### src/rtl/irp_pkg.sv
package irp_pkg;
  localparam int ADDR_W = 7;
  localparam int DATA_W = 8;
  localparam int DEPTH  = 1 << ADDR_W;

  typedef enum logic [1:0] {
    SEL_ADDR = 2'd0,
    SEL_DATA = 2'd1,
    SEL_STAT = 2'd2,
    SEL_NONE = 2'd3
  } regSel_e;

  typedef struct packed {
    logic acceptOp;
    logic finish;
    logic loadData;
  } strobe_t;
endpackage

### src/rtl/irp_ctrl.sv
module irp_ctrl
  import irp_pkg::*;
#(
  parameter int OP_CYCLES = 62
) (
  input  logic       clk,
  input  logic       rstN,
  input  logic       wrEn,
  input  logic [1:0] regSel,
  input  logic       errClrBit,
  output strobe_t    strb,
  output logic       busy,
  output logic       errFlag
);
  localparam int CNT_W = (OP_CYCLES > 1) ? $clog2(OP_CYCLES) : 1;
  localparam logic [CNT_W-1:0] CNT_LOAD = CNT_W'(OP_CYCLES - 1);

  logic [CNT_W-1:0] cnt;
  logic addrHit, statHit, dataHit;

  assign addrHit = wrEn && (regSel == SEL_ADDR);
  assign dataHit = wrEn && (regSel == SEL_DATA);
  assign statHit = wrEn && (regSel == SEL_STAT);

  always_comb begin
    strb.acceptOp = addrHit && !busy;
    strb.finish   = busy && (cnt == '0);
    strb.loadData = dataHit && !busy;
  end

  always_ff @(posedge clk or negedge rstN) begin
    if (!rstN) begin
      busy <= 1'b0;
      cnt  <= '0;
    end else if (strb.acceptOp) begin
      busy <= 1'b1;
      cnt  <= CNT_LOAD;
    end else if (busy) begin
      if (cnt == '0) busy <= 1'b0;
      else           cnt  <= cnt - 1'b1;
    end
  end

  always_ff @(posedge clk or negedge rstN) begin
    if (!rstN)                     errFlag <= 1'b0;
    else if (addrHit && busy)      errFlag <= 1'b1;
    else if (statHit && errClrBit) errFlag <= 1'b0;
  end


  busy_start_chk: assert property (@(posedge clk) disable iff (!rstN)
    (addrHit && !busy) |=> busy);

  busy_end_chk: assert property (@(posedge clk) disable iff (!rstN)
    (busy && cnt == '0) |=> !busy);

  reject_err_chk: assert property (@(posedge clk) disable iff (!rstN)
    (addrHit && busy) |=> errFlag);

  err_sticky_chk: assert property (@(posedge clk) disable iff (!rstN)
    (errFlag && !(statHit && errClrBit)) |=> errFlag);

  no_relaunch_chk: assert property (@(posedge clk) disable iff (!rstN)
    (busy && cnt != '0) |=> (busy && cnt == $past(cnt) - 1'b1));
endmodule

### src/rtl/irp_datapath.sv
module irp_datapath
  import irp_pkg::*;
(
  input  logic              clk,
  input  logic              rstN,
  input  strobe_t           strb,
  input  logic              busy,
  input  logic              errFlag,
  input  logic [1:0]        regSel,
  input  logic [DATA_W-1:0] wrData,
  output logic [DATA_W-1:0] rdData
);
  logic [DATA_W-1:0] addrReg;
  logic [DATA_W-1:0] dataReg;
  logic [DATA_W-1:0] cfgRam [DEPTH];
  logic [ADDR_W-1:0] ramIdx;
  logic              opRead;

  assign ramIdx = addrReg[ADDR_W-1:0];
  assign opRead = addrReg[DATA_W-1];

  always_ff @(posedge clk or negedge rstN) begin
    if (!rstN)             addrReg <= '0;
    else if (strb.acceptOp) addrReg <= wrData;
  end

  always_ff @(posedge clk or negedge rstN) begin
    if (!rstN)                        dataReg <= '0;
    else if (strb.finish && opRead)   dataReg <= cfgRam[ramIdx];
    else if (strb.loadData)           dataReg <= wrData;
  end

  always_ff @(posedge clk) begin
    if (strb.finish && !opRead) cfgRam[ramIdx] <= dataReg;
  end

  always_comb begin
    unique case (regSel_e'(regSel))
      SEL_ADDR: rdData = addrReg;
      SEL_DATA: rdData = dataReg;
      SEL_STAT: rdData = {busy, {(DATA_W-2){1'b0}}, errFlag};
      default:  rdData = '0;
    endcase
  end


  addr_hold_chk: assert property (@(posedge clk) disable iff (!rstN)
    busy |=> $stable(addrReg) || !$past(busy));

  data_hold_chk: assert property (@(posedge clk) disable iff (!rstN)
    (busy && !strb.finish) |=> $stable(dataReg));

  idle_stable_chk: assert property (@(posedge clk) disable iff (!rstN)
    (!busy && !strb.acceptOp) |=> $stable(addrReg));
endmodule

### src/rtl/indirect_cfg_port.sv
module indirect_cfg_port
  import irp_pkg::*;
#(
  parameter int CLK_PERIOD_PS = 8000,
  parameter int OP_TIME_PS    = 490000
) (
  input  logic       clk,
  input  logic       rstN,
  input  logic       wrEn,
  input  logic [1:0] regSel,
  input  logic [7:0] wrData,
  output logic [7:0] rdData
);
  // round the operation time up to whole clock cycles
  localparam int OP_CYCLES = (OP_TIME_PS + CLK_PERIOD_PS - 1) / CLK_PERIOD_PS;

  strobe_t strb;
  logic    busy;
  logic    errFlag;

  irp_ctrl #(.OP_CYCLES(OP_CYCLES)) u_ctrl (
    .clk       (clk),
    .rstN      (rstN),
    .wrEn      (wrEn),
    .regSel    (regSel),
    .errClrBit (wrData[0]),
    .strb      (strb),
    .busy      (busy),
    .errFlag   (errFlag)
  );

  irp_datapath u_dp (
    .clk     (clk),
    .rstN    (rstN),
    .strb    (strb),
    .busy    (busy),
    .errFlag (errFlag),
    .regSel  (regSel),
    .wrData  (wrData),
    .rdData  (rdData)
  );


  cycles_min_chk: assert property (@(posedge clk) disable iff (!rstN)
    1'b1 |-> (OP_CYCLES * CLK_PERIOD_PS >= OP_TIME_PS) && (OP_CYCLES >= 1));
endmodule

### config.mk
export PLATFORM = sky130hd
export DESIGN_NAME = indirect_cfg_port
export DESIGN_NICKNAME = d
export VERILOG_FILES = /design/src/rtl/irp_pkg.sv /design/src/rtl/irp_ctrl.sv /design/src/rtl/irp_datapath.sv /design/src/rtl/indirect_cfg_port.sv
export SDC_FILE = /design/constraint.sdc
export NUM_CORES = 1
export LEC_CHECK = 0
export ABC_CLOCK_PERIOD_IN_PS = 3060
export BUFFER_PORTS_ARGS = -buffer_cell sky130_fd_sc_hd__buf_2
export CELL_PAD_IN_SITES_DETAIL_PLACEMENT = 0
export CELL_PAD_IN_SITES_GLOBAL_PLACEMENT = 1
export CORE_MARGIN = 5
export CORE_UTILIZATION = 45
export DETAILED_ROUTE_END_ITERATION = 6
export GPL_TIMING_DRIVEN = 0
export HOLD_SLACK_MARGIN = 0.08
export PLACE_DENSITY = 0.65
export SKIP_CTS_REPAIR_TIMING = 1
export SLEW_MARGIN = 10
export SYNTH_ARGS = -nofsm -noshare
export SYNTH_HDL_FRONTEND = slang
export SYNTH_SLANG_ARGS = --single-unit
### constraint.sdc
create_clock -name clk -period 3.06 [get_ports clk]
set_input_delay 0 -clock clk [delete_from_list [all_inputs] [get_ports clk]]
set_output_delay 0 -clock clk [all_outputs]
set_load 0.01 [all_outputs]
==> flow_summary.json <==
{
  "wl_per_cell_um": 41.0,
  "initialDrtViolationCount": 4699,
  "synthArstFlopShare_pct": 2.29,
  "final_cells": 3796,
  "grt_pass1_wl_mm": 207,
  "cts_tree": "done",
  "vias": 25800,
  "final.setup_skew_ns": 0.0407,
  "yosysWarnings": 0,
  "rrSetupSlack_ns": -0.25,
  "path_buf_inv": 5,
  "worstSetupPathType": "reg2reg",
  "track_usage_pct": 31.0,
  "cp_max_fo": 10,
  "insertion_delay_ns": 0.71,
  "status": "finished, violations left",
  "synth.distinct_cells": 69,
  "synth_flop_cell": "edfxtp_1",
  "leakage_nw": 16.4,
  "row_count": 110,
  "syn_avg_cell_area_um2": 17.9,
  "layout_common_cells": "edfxtp_1 (1024), a221oi_1 (138), clkbuf_16 (113), nand2_1 (110), nor2_4 (108)",
  "syn_area_um2": 40900,
  "critPathCaptureType": "flop",
  "grt_pass1_vias": 24400,
  "synth_edf_count": 1024,
  "min_period_ns": 3.31,
  "drv_cap": 0,
  "routed_via_density": 6.79,
  "drive_above_1_share_pct": 29.8,
  "tightest_slew_ns": 1.43,
  "powerDensity_nw_per_um2": 609,
  "slowest_delay_ns": 0.40,
  "ant_nets": 0,
  "final_common_cell": "edfxtp_1",
  "nFillCells": 6889,
  "die_w_um": 312,
  "worst_slack_ns": -0.250,
  "hold_viol_final": 0,
  "seq_area_frac_synth_pct": 76.6,
  "grt_start_max_net_pins": 89,
  "cts-htree-levels": 3,
  "area_growth_pct": 21.9,
  "path_clk_slew_ns": 0.06,
  "violations": "negative setup slack",
  "post-place-ws_ns": -2.72,
  "dieArea_um2": 97100,
  "ios": 21,
  "grt-ovfl-total": 0,
  "final_cell_area_um2": 49900,
  "cpMostUsedCell": "buf_6",
  "rsz0062_at_grt": "true",
  "cp-start-kind": "flop",
  "slowest_stage": "clkbuf_4",
  "drc": 0,
  "first_pass_iters": 5,
  "cts-root-buf": "clkbuf_16",
  "finalCritPeriodShare_pct": 108,
  "crit_arrival_ns": 3.87,
  "required_ns": 3.62,
  "slew_violations": 0,
  "cts_buffer_depth": 3,
  "port_buffers": 20,
  "hold_class": "in2reg",
  "post-dp-hpwl_mm": 97.3,
  "slew_headroom_pct": 4.98,
  "nets": 2544,
  "final-setup-viol-count": 259,
  "dpl-instance-area_um2": 42800,
  "die_h_um": 312,
  "dp_cells": 3495,
  "synthCells": 2291,
  "crit_chain": "buf_4 -> buf_6 -> buf_6 -> buf_6 -> clkbuf_4 -> a31oi_1 -> o22ai_1 -> o32ai_1 -> nor4_1 -> a41oi_1",
  "wl_mm": 156,
  "ir_worst_vdd_mv": 0.463,
  "antenna_found_initial": 4,
  "core-area_um2": 90100,
  "cp_top_family": "buffers and inverters",
  "post-route-util_pct": 55.4,
  "gp_congestion": 0.984,
  "numCtsBuffers": 108,
  "numClockSinks": 1048,
  "ys_ff_latch": 1048,
  "synth_fp_nets": 2305,
  "fmax_mhz": 302,
  "start_util_pct": 45.4
}
stage by stage:
stage | hold WS, ns | power, mW | setup TNS [ns]
final | 0.0644 | 30.4 | -11.37
after CTS | -0.692 | 30.2 | -2098.11
after global routing | 0.118 | 31.0 | -4.28
after global placement | 0.0325 | 16.5 | -3164.44
after detailed placement | 0.0498 | 16.5 | -2067.49
after floorplan | -0.296 | 16.1 | 0
registers in the layout, indices dropped and copies added, names as in the netlist:
register	count
u_dp.cfgRam	1024
u_dp.addrReg	8
u_dp.dataReg	8
u_ctrl.cnt	6
u_ctrl.busy	1
u_ctrl.errFlag	1
synth_stat cells (all sizes together) (4+ instances only):
cell,n,share of area [%]
edfxtp,1024,75
nor2,197,1.8
a221oi,146,3.1
nand2,131,1.2
mux2i,117,2.9
mux4,103,5.7
buf,85,1.3
clkbuf,68,0.62
o21ai,57,0.70
a22oi,49,0.90
mux2,31,0.85
a21oi,27,0.33
dfrtp,24,1.5
nand3,24,0.29
o22ai,23,0.35
a31oi,18,0.28
and3,13,0.20
a221o,11,0.27
nand4,11,0.17
o221ai,10,0.21
nor3,9,0.11
a22o,7,0.15
nor2b,7,0.11
nor4,7,0.11
o211ai,7,0.13
a211oi,6,0.11
inv,6,0.055
o2111ai,6,0.13
a2111oi,5,0.11
nand2b,4,0.061
o221a,4,0.11
xnor2,4,0.086
final cells by class:
type	instances	area, um2	share of cell area [%]
inverters	9	45.0	0.0903
flip-flops and latches	1048	31400	62.9
clock buffers	126	2860	5.72
plain buffers	149	1510	3.02
multi-input cells	1081	10100	20.3
well taps	1176	1470	2.95
clock inverters	73	898	1.80
repair buffers	133	1600	3.20
diodes	1	2.50	0.00501
logic make-up (layout without fill, tap and decap cells):
kind of cell | after synthesis | count (layout) | share of synthesized area (%)
DFF | 1048 | 1048 | 76.6
muxes | 251 | 251 | 9.39
adders and majority gates | 1 | 1 | 0.0306
xor gates and xnor gates | 5 | 5 | 0.107
buffers and inverters | 162 | 490 | 2.01
and+or+nand+nor | 418 | 418 | 4.35
AOI/OAI and AO/OA | 406 | 406 | 7.52
other | 0 | 1 | 0
report_power, final:
part | switching [mW] | internal, mW | total, mW
Combinational | 0.597 | 0.245 | 0.842
Sequential | 0.00980 | 15.5 | 15.5
Clock | 5.75 | 8.28 | 14.0
Total | 6.36 | 24.0 | 30.4
final timing paths:
kind                                       from               to  cells past startpoint
worst max register to register  u_dp.addrReg[2]  u_dp.dataReg[1]                     10
min in group asynchronous                  rstN  u_dp.dataReg[6]                      4
max in group asynchronous                  rstN  u_dp.dataReg[3]                      4
worst min-delay path                       wrEn  u_dp.dataReg[0]                      5
worst max-delay path            u_dp.addrReg[2]  u_dp.dataReg[1]                     10
worst min register to register    u_ctrl.cnt[1]    u_ctrl.cnt[1]                      2
per-layer routing:
layer,up-vias,part of all wire [%],track usage [%]
met4,4,6.3,17.6
met1,13200,36,41.6
met3,444,13,9.45
met2,2206,45,45.4
met5,-,0.055,0
li1,9912,-,-
tightest hold or removal path, delay by kind of cell:
family	cells	cell delay [ns]
compound gates	1	0.06
simple gates	3	0.57
buf+inv	1	0.09
Note: power is estimated with default switching activity, not from simulation.
